==> src/rtl/sdl_pkg.sv <==
package sdl_pkg;
  typedef enum logic {
    MODE_NORMAL = 1'b0,
    MODE_ALARM  = 1'b1
  } mode_e;

  // index of each synchronised pin in the top-level pin vector
  localparam int PIN_SCLK = 0;
  localparam int PIN_SDAT = 1;
  localparam int PIN_LOAD = 2;
  localparam int PIN_OVL  = 3;
  localparam int PIN_N    = 4;
endpackage

==> src/rtl/sdl_pin_sync.sv <==
module sdl_pin_sync #(
  parameter int STAGES      = 2,
  parameter bit DETECT_RISE = 1'b0
) (
  input  logic clk,
  input  logic rst_n,
  input  logic pin_i,
  output logic sig_o
);
  localparam int DEPTH = STAGES + (DETECT_RISE ? 1 : 0);

  logic [DEPTH-1:0] pipe_q;

  always_ff @(posedge clk) begin
    if (!rst_n) pipe_q <= '0;
    else        pipe_q <= {pipe_q[DEPTH-2:0], pin_i};
  end

  generate
    if (DETECT_RISE) begin : g_rise
      assign sig_o = pipe_q[STAGES-1] & ~pipe_q[STAGES];
    end else begin : g_level
      assign sig_o = pipe_q[STAGES-1];
    end
  endgenerate
endmodule

==> src/rtl/sdl_frame_shifter.sv <==
module sdl_frame_shifter #(
  parameter int SHIFT_W = 17,
  parameter int CNT_W   = 5
) (
  input  logic               clk,
  input  logic               rst_n,
  input  logic               clear_i,
  input  logic               sclk_rise_i,
  input  logic               sdat_i,
  input  logic               load_rise_i,
  output logic [SHIFT_W-1:0] shift_o,
  output logic [CNT_W-1:0]   count_o
);
  logic [SHIFT_W-1:0] shift_q;
  logic [CNT_W-1:0]   count_q;

  always_ff @(posedge clk) begin
    if (!rst_n || clear_i) begin
      shift_q <= '0;
      count_q <= '0;
    end else begin
      if (sclk_rise_i) shift_q <= {shift_q[SHIFT_W-2:0], sdat_i};
      // the counter wraps naturally at 2**CNT_W
      if (load_rise_i)      count_q <= sclk_rise_i ? CNT_W'(1) : '0;
      else if (sclk_rise_i) count_q <= count_q + CNT_W'(1);
    end
  end

  assign shift_o = shift_q;
  assign count_o = count_q;
endmodule

==> src/rtl/sdl_code_latch.sv <==
module sdl_code_latch
  import sdl_pkg::*;
#(
  parameter int NORM_W  = 16,
  parameter int ALARM_W = 17,
  parameter int CNT_W   = 5
) (
  input  logic               clk,
  input  logic               rst_n,
  input  logic               ovl_i,
  input  logic               load_rise_i,
  input  logic [ALARM_W-1:0] shift_i,
  input  logic [CNT_W-1:0]   count_i,
  output logic [ALARM_W-1:0] code_o,
  output mode_e              mode_o,
  output logic               mod_en_o
);
  localparam logic [CNT_W-1:0] NORM_LIMIT = CNT_W'(NORM_W);

  logic               pick_alarm;
  logic [ALARM_W-1:0] next_code;
  logic [ALARM_W-1:0] code_q;
  mode_e              mode_q;
  logic               en_q;

  assign pick_alarm = (count_i > NORM_LIMIT);
  assign next_code  = pick_alarm ? shift_i
                                 : {{(ALARM_W-NORM_W){1'b0}}, shift_i[NORM_W-1:0]};

  always_ff @(posedge clk) begin
    if (!rst_n) begin
      code_q <= '0;
      mode_q <= MODE_NORMAL;
      en_q   <= 1'b1;
    end else if (ovl_i) begin
      code_q <= '0;
      mode_q <= MODE_NORMAL;
      en_q   <= 1'b0;
    end else begin
      en_q <= 1'b1;
      if (load_rise_i) begin
        code_q <= next_code;
        mode_q <= pick_alarm ? MODE_ALARM : MODE_NORMAL;
      end
    end
  end

  assign code_o   = code_q;
  assign mode_o   = mode_q;
  assign mod_en_o = en_q;
endmodule

==> src/rtl/sdl_current_scale.sv <==
module sdl_current_scale
  import sdl_pkg::*;
#(
  parameter int ALARM_W = 17,
  parameter int OFFSET  = 16384,
  parameter int LO_LIM  = 14336,
  parameter int HI_LIM  = 98304
) (
  input  logic [ALARM_W-1:0] code_i,
  input  mode_e              mode_i,
  output logic [ALARM_W-1:0] word_o,
  output logic               range_err_o
);
  localparam logic [ALARM_W-1:0] OFS = ALARM_W'(OFFSET);
  localparam logic [ALARM_W-1:0] LO  = ALARM_W'(LO_LIM);
  localparam logic [ALARM_W-1:0] HI  = ALARM_W'(HI_LIM);

  always_comb begin
    word_o      = (mode_i == MODE_ALARM) ? code_i : code_i + OFS;
    range_err_o = (mode_i == MODE_ALARM) && ((word_o < LO) || (word_o > HI));
  end
endmodule

==> src/rtl/serial_dac_loader.sv <==
module serial_dac_loader
  import sdl_pkg::*;
#(
  parameter int NORM_W      = 16,
  parameter int ALARM_W     = 17,
  parameter int CNT_W       = 5,
  parameter int SYNC_STAGES = 2,
  parameter int OFFSET      = 16384,
  parameter int LO_LIM      = 14336,
  parameter int HI_LIM      = 98304
) (
  input  logic               clk,
  input  logic               rst_n,
  input  logic               ser_clk_i,
  input  logic               ser_data_i,
  input  logic               ser_latch_i,
  input  logic               overload_i,
  output logic [ALARM_W-1:0] code_o,
  output logic               alarm_mode_o,
  output logic [ALARM_W-1:0] cur_word_o,
  output logic               range_err_o,
  output logic               mod_en_o
);
  logic [PIN_N-1:0] pin_raw;
  logic [PIN_N-1:0] pin_sync;
  logic [ALARM_W-1:0] shift_w;
  logic [CNT_W-1:0]   count_w;
  mode_e              mode_w;

  assign pin_raw[PIN_SCLK] = ser_clk_i;
  assign pin_raw[PIN_SDAT] = ser_data_i;
  assign pin_raw[PIN_LOAD] = ser_latch_i;
  assign pin_raw[PIN_OVL]  = overload_i;

  // clock and strobe pins become one-cycle rise pulses; data and overload stay levels
  generate
    for (genvar p = 0; p < PIN_N; p++) begin : g_sync
      sdl_pin_sync #(
        .STAGES     (SYNC_STAGES),
        .DETECT_RISE((p == PIN_SCLK) || (p == PIN_LOAD))
      ) u_sync (
        .clk  (clk),
        .rst_n(rst_n),
        .pin_i(pin_raw[p]),
        .sig_o(pin_sync[p])
      );
    end
  endgenerate

  sdl_frame_shifter #(
    .SHIFT_W(ALARM_W),
    .CNT_W  (CNT_W)
  ) u_shift (
    .clk        (clk),
    .rst_n      (rst_n),
    .clear_i    (pin_sync[PIN_OVL]),
    .sclk_rise_i(pin_sync[PIN_SCLK]),
    .sdat_i     (pin_sync[PIN_SDAT]),
    .load_rise_i(pin_sync[PIN_LOAD]),
    .shift_o    (shift_w),
    .count_o    (count_w)
  );

  sdl_code_latch #(
    .NORM_W (NORM_W),
    .ALARM_W(ALARM_W),
    .CNT_W  (CNT_W)
  ) u_latch (
    .clk        (clk),
    .rst_n      (rst_n),
    .ovl_i      (pin_sync[PIN_OVL]),
    .load_rise_i(pin_sync[PIN_LOAD]),
    .shift_i    (shift_w),
    .count_i    (count_w),
    .code_o     (code_o),
    .mode_o     (mode_w),
    .mod_en_o   (mod_en_o)
  );

  sdl_current_scale #(
    .ALARM_W(ALARM_W),
    .OFFSET (OFFSET),
    .LO_LIM (LO_LIM),
    .HI_LIM (HI_LIM)
  ) u_scale (
    .code_i     (code_o),
    .mode_i     (mode_w),
    .word_o     (cur_word_o),
    .range_err_o(range_err_o)
  );

  assign alarm_mode_o = (mode_w == MODE_ALARM);
endmodule

==> config.mk <==
export PLATFORM = sky130hd
export DESIGN_NAME = serial_dac_loader
export DESIGN_NICKNAME = d
export VERILOG_FILES = /design/src/rtl/sdl_pkg.sv /design/src/rtl/sdl_pin_sync.sv /design/src/rtl/sdl_frame_shifter.sv /design/src/rtl/sdl_code_latch.sv /design/src/rtl/sdl_current_scale.sv /design/src/rtl/serial_dac_loader.sv
export SDC_FILE = /design/constraint.sdc
export NUM_CORES = 1
export LEC_CHECK = 0
export BUFFER_PORTS_ARGS = -buffer_cell sky130_fd_sc_hd__buf_2
export CAP_MARGIN = 10
export CELL_PAD_IN_SITES_DETAIL_PLACEMENT = 1
export CELL_PAD_IN_SITES_GLOBAL_PLACEMENT = 2
export CORE_UTILIZATION = 30
export DETAILED_ROUTE_END_ITERATION = 7
export PLACE_DENSITY = 0.87
export SLEW_MARGIN = 40
export SYNTH_ARGS = -nofsm -noshare
export SYNTH_HDL_FRONTEND = slang
export SYNTH_SLANG_ARGS = --single-unit
==> constraint.sdc <==
create_clock -name clk -period 2 [get_ports clk]
set_input_delay 0.3 -clock clk [delete_from_list [all_inputs] [get_ports clk]]
set_output_delay 0.3 -clock clk [all_outputs]
set_load 0.01 [all_outputs]
==> results of run 1 <==
[synthesized netlist by cell type, types with 2 or more instances]
master / number
or3_1: 2
nand2_1: 74
buf_1: 3
or4_1: 2
clkbuf_1: 10
nor4_1: 2
xnor2_1: 2
inv_1: 2
and2_1: 10
a21oi_1: 39
nand3b_1: 2
o21ai_0: 3
nor2b_1: 2
buf_4: 14
ha_1: 3
dfxtp_1: 51
nand2b_1: 5
nand3_1: 3
[power groups by stage]
| stage | registers, mW | logic [mW] | clock network, mW |
|---|---|---|---|
| 6_report | 1.03 | 0.0625 | 0.626 |
| 5_1_grt | 1.03 | 0.0709 | 0.686 |
| 4_1_cts | 1.03 | 0.0647 | 0.657 |
| 3_5_place_dp | 1.05 | 0.0646 | 0 |
| 3_3_place_gp | 1.05 | 0.0639 | 0 |
| 2_1_floorplan | 1.05 | 0.0423 | 0 |
[layer usage]
metal	up-vias	wire (um)	GRT usage, %
li1	812	-	-
met1	735	1970	15.2
met2	40	1970	22.6
met3	5	192	2.98
met4	0	59	4.70
met5	-	0	0
[state kept, by name, summed over array words and instances (netlist names)]
register,count
u_shift.shift_o,17
u_latch.mode_o,1
g_sync.u_sync.pipe_q,10
u_latch.code_o,17
u_latch.mod_en_o,1
u_shift.count_o,5
[path summary, 6_finish.rpt]
kind,start,endpoint,slack (ns),cells after the start
hold reg to reg,g_sync[3].u_sync.pipe_q[1],u_latch.mod_en_o,0.40,1
setup reg to reg,u_shift.count_o[0],u_latch.code_o[16],0.68,5
hold / removal,ser_data_i,g_sync[1].u_sync.pipe_q[0],0.20,2
setup / recovery,u_latch.code_o[7],range_err_o,-0.32,4
[through the flow]
| stage | cell area (sq um) | hold slack [ns] | utilization [%] |
|---|---|---|---|
| after global routing | 2280 | 0.202 | 36.0 |
| after floorplan | 1960 | 0.353 | - |
| after detailed placement | 2180 | 0.377 | 34.3 |
| after global placement | 2180 | 0.374 | 34.3 |
| final | 2280 | 0.201 | 36.0 |
| after CTS | 2280 | 0.192 | 36.0 |
[worst reg2reg max path: stages, from the launching register on]
cell and delay, ns:
dfxtp_1 0.35, inv_1 0.08, ha_1 0.14, or3b_2 0.45
nand4_1 0.12, a21oi_1 0.07
[cell type report]
| cell class | instances | area, sq um |
|---|---|---|
| Fill cell | 785 | 4070 |
| Sequential cell | 51 | 1020 |
| Multi-Input combinational cell | 157 | 790 |
| Tap cell | 77 | 96.3 |
| Clock buffer | 6 | 82.6 |
| Clock inverter | 2 | 16.3 |
| Inverter | 2 | 7.51 |
| Timing Repair Buffer | 50 | 270 |
[kinds of logic after synthesis]
kind of cell,synth area share [%]
AND/OR/NAND/NOR,24.3
multiplexers,0.573
XOR/XNOR,1.34
flip-flops,52.0
AO/OA/AOI/OAI,11.7
buffers and inverters,8.22
adder cells (fa/ha/maj),1.91
==> metrics.yaml, run 1 <==
power_and_ir_drop:
  switching_share_pct: 22.8
  seqPwrFrac_pct: 59.9
  p_total_mw: 1.72
  clockPowerShare_pct: 36.5
  powerDensity_nw_per_um2: 752
  internal-power_mw: 1.33
  p_switching_uw: 391
  p_comb_share_pct: 3.6
  ir_worst_vdd_mv: 0.297
  leakage_nw: 0.915
layout:
  final_layout_size_suffix_gt1_share_pct: 23.5
  diodes: 0
  final_cells: 345
  syn_to_final_growth_pct: 16.3
  layout_common_cells: "nand2_1 (74), dfxtp_1 (50), buf_2 (42)"
  nNetsFinal: 276
  layout_commonest_cell: "nand2_1"
drt:
  avgRoutedWirePerCell_um: 12.2
  ant_nets: 0
  routed_wl_um: 4190
  first_pass_iters: 4
  first_iter_violations: 37
  vias: 1592
  vias_per_cell: 4.61
  drc: 0
worst_setup_path:
  critPathMaxStageDelay_ns: 0.53
  cp_slowest_cell: "or4_4"
  path_common_cell: "or4_4"
  cp.arrival_ns: 2.02
  critPathRequiredTime_ns: 1.70
  end_kind: "primary output"
  path_cells: "or4_4 > or4_4 > o311a_1 > buf_2"
  crit_type: "register to primary output"
  path_max_fanout: 2
  crit_path_start_kind: "register"
  path_buf_inv: 1
  cp_top_family: "simple AND/OR/NAND/NOR gates"
global_route:
  grt_use_total_pct: 12.8
  grt_pass1_vias: 1569
  grt_max_degree: 37
  grt_overflow: 0
  grt_pass1_wl_um: 7250
  antenna_found_initial: 0
yosys:
  synth-main-ff-cell: "dfxtp_1"
  synth_area_sq_um: 1960
  ys_ff_latch: 51
  synthTopCellsByArea: "dfxtp_1 (52%), nand2_1 (14%), a21oi_1 (9.9%), buf_4 (5.4%), and2_1 (3.2%)"
  synth_top_area_share_pct: 52.0
  synth_area_per_cell_sq_um: 8.29
  synth_warnings: 0
  synth_seq_area_share_pct: 52.0
  ys_types: 26
  synth_cells: 237
  syn_nets: 246
  synth_top_area_cell: "dfxtp_1"
  async_reset_ff_share_pct: 0
  synth_edf_count: 0
timing:
  setup_viol: 1
  slew_viol_final: 0
  rsz0062_at_grt: "yes"
  layout_min_cycle_time_ns: 2.32
  layout_setup_ws_ns: -0.316
  clock_skew_ns: 0.0102
  worst_pin_slew_ns: 0.399
  setup_tns_ns: -0.316
  fmax_mhz: 432
  post-route-period-util_pct: 116
  hold_violations: 0
  slew_headroom_pct: 73.1
outcome:
  violations: "setup timing"
  status: "finished with violations"
cts:
  numCtsBuffers: 5
  cts_resized: 2
  cts_tree: "done"
  cts.clk_slew.worst_paths_ns: 0.10
  cts.sinks: 51
  clkLatencyLatePin_ns: 0.30
  postCtsHoldBufs: 0
  clock_path_buffers: 2
  htree_levels: 2
  cts_root_buf: "clkbuf_8"
  postCtsSetupBuffers: 0
floorplan:
  floorplan.initialDensity_pct: 30.9
  dieArea_sq_um: 6880
  design.core.area_sq_um: 6350
  ios: 43
  chipHeight_um: 82.9
  num_rows: 29
  die_w_um: 82.9
job:
  maxCapViolCount: 0
place:
  place_congestion: 0.717
  dpl_worst_slack_ns: 0.0135
  hpwlAfterDp_um: 2900
  io_buffers: 42
  post-place-cells: 337
hold_path:
  min_path_type: "input port to register"
No activity file was read; power rests on OpenSTA's default activity.
==> run 2: changes to the inputs <==
CORE_MARGIN = 4   (was not set)
==> metrics.yaml, run 2 (synthesized netlist as in run 1, its figures left out) <==
outcome:
  status: "finished with violations"
  violations: "setup timing"
timing:
  fmax_mhz: 432
  layout_min_cycle_time_ns: 2.31
  slew_headroom_pct: 75.5
  worst_pin_slew_ns: 0.367
  slew_viol_final: 0
  rsz0062_at_grt: "yes"
  setup_tns_ns: -0.313
  hold_violations: 0
  layout_setup_ws_ns: -0.313
  setup_viol: 1
  post-route-period-util_pct: 116
  clock_skew_ns: 0.00658
drt:
  vias: 1622
  routed_wl_um: 4390
  ant_nets: 0
  drc: 0
  first_pass_iters: 4
  vias_per_cell: 4.70
  first_iter_violations: 94
  avgRoutedWirePerCell_um: 12.7
layout:
  syn_to_final_growth_pct: 16.6
  fin_util_pct: 36.1
  nNetsFinal: 277
  fill_cells: 791
  final_layout_size_suffix_gt1_share_pct: 22.4
  layout_common_cells: "nand2_1 (74), dfxtp_1 (51), buf_2 (42)"
  diodes: 0
  layout_commonest_cell: "nand2_1"
  final_cells: 345
place:
  place_congestion: 0.700
  io_buffers: 42
  hpwlAfterDp_um: 3130
  post-place-cells: 338
floorplan:
  dieArea_sq_um: 7910
  chipHeight_um: 88.9
  ios: 43
  num_rows: 29
  design.core.area_sq_um: 6350
  die_w_um: 88.9
  floorplan.initialDensity_pct: 30.9
worst_setup_path:
  r2r-start: "u_shift.count_o[0]"
  regToRegSetupSlack_ns: 0.67
  end_kind: "primary output"
  path_max_fanout: 2
  crit_type: "register to primary output"
  ff2ff_path_depth: 5
  critPathRequiredTime_ns: 1.70
  cp.arrival_ns: 2.01
  rr_endpoint: "u_latch.code_o[16]"
  crit_path_start_kind: "register"
cts:
  postCtsSetupBuffers: 0
  cts_tree: "done"
  cts_root_buf: "clkbuf_8"
  cts.clk_slew.worst_paths_ns: 0.09
  clock_path_buffers: 2
  cts.sinks: 51
  numCtsBuffers: 5
  cts_resized: 0
  postCtsHoldBufs: 0
  htree_levels: 2
  clkLatencyLatePin_ns: 0.30
power_and_ir_drop:
  powerDensity_nw_per_um2: 781
  leakage_nw: 0.922
  p_total_mw: 1.79
  ir_worst_vdd_mv: 0.303
global_route:
  grt_overflow: 0
  grt_pass1_vias: 1588
  grt_use_total_pct: 12.2
  antenna_found_initial: 0
  grt_pass1_wl_um: 7390
  grt_max_degree: 37
hold_path:
  hp-start: "ser_clk_i"
  min_path_type: "input port to register"
  hold_depth: 2
  min_to: "g_sync[0].u_sync.pipe_q[0]"
job:
  maxCapViolCount: 0
run 2: how the worst max path moves through the flow:
stage	from	endpoint	slack [ns]	cells past startpoint
4_1_cts	u_latch.code_o[7]	range_err_o	-0.34	4
5_1_grt	u_latch.code_o[7]	range_err_o	-0.36	4
6_report	u_latch.code_o[7]	range_err_o	-0.31	4
3_5_place_dp	u_latch.code_o[7]	range_err_o	0.03	4
2_1_floorplan	u_latch.code_o[7]	range_err_o	0.15	3
3_3_place_gp	u_latch.code_o[7]	range_err_o	0.02	4
run 2: final cells by class:
cell class / instances / area (sq um) / area share [%]
Inverter: 2 / 7.51 / 0.328
Multi-Input combinational cell: 157 / 782 / 34.1
Clock buffer: 5 / 68.8 / 3.00
Tap cell: 77 / 96.3 / 4.21
Clock inverter: 2 / 37.5 / 1.64
Sequential cell: 51 / 1020 / 44.6
Timing Repair Buffer: 51 / 278 / 12.1
run 2: report_power, final:
| group | leakage (nW) | internal [mW] | total (mW) | switching (mW) |
|---|---|---|---|---|
| Combinational | 0.459 | 0.0199 | 0.0639 | 0.0440 |
| Clock | 0.0502 | 0.366 | 0.696 | 0.330 |
| Sequential | 0.413 | 1.02 | 1.03 | 0.00439 |
run 2: critical path, cell delays in order (launching register included):
cell	delay [ns]
dfxtp_1	0.32
or4_1	0.54
or4_1	0.42
o311a_1	0.29
buf_2	0.14
run 2: layer usage:
layer / up-vias / wire length (um) / track usage, %
li1: 819 / - / -
met1: 753 / 1920 / 14.0
met2: 43 / 2090 / 21.1
met3: 7 / 297 / 3.69
met4: 0 / 82 / 4.95
met5: - / 0 / 0
run 2: stage by stage:
step / area, sq um / hold slack [ns] / setup slack, ns
final: 2290 / 0.197 / -0.313
after global routing: 2290 / 0.183 / -0.363
after global placement: 2180 / 0.375 / 0.0181
after floorplan: 1960 / 0.353 / 0.146
after detailed placement: 2180 / 0.378 / 0.0282
after CTS: 2290 / 0.187 / -0.338
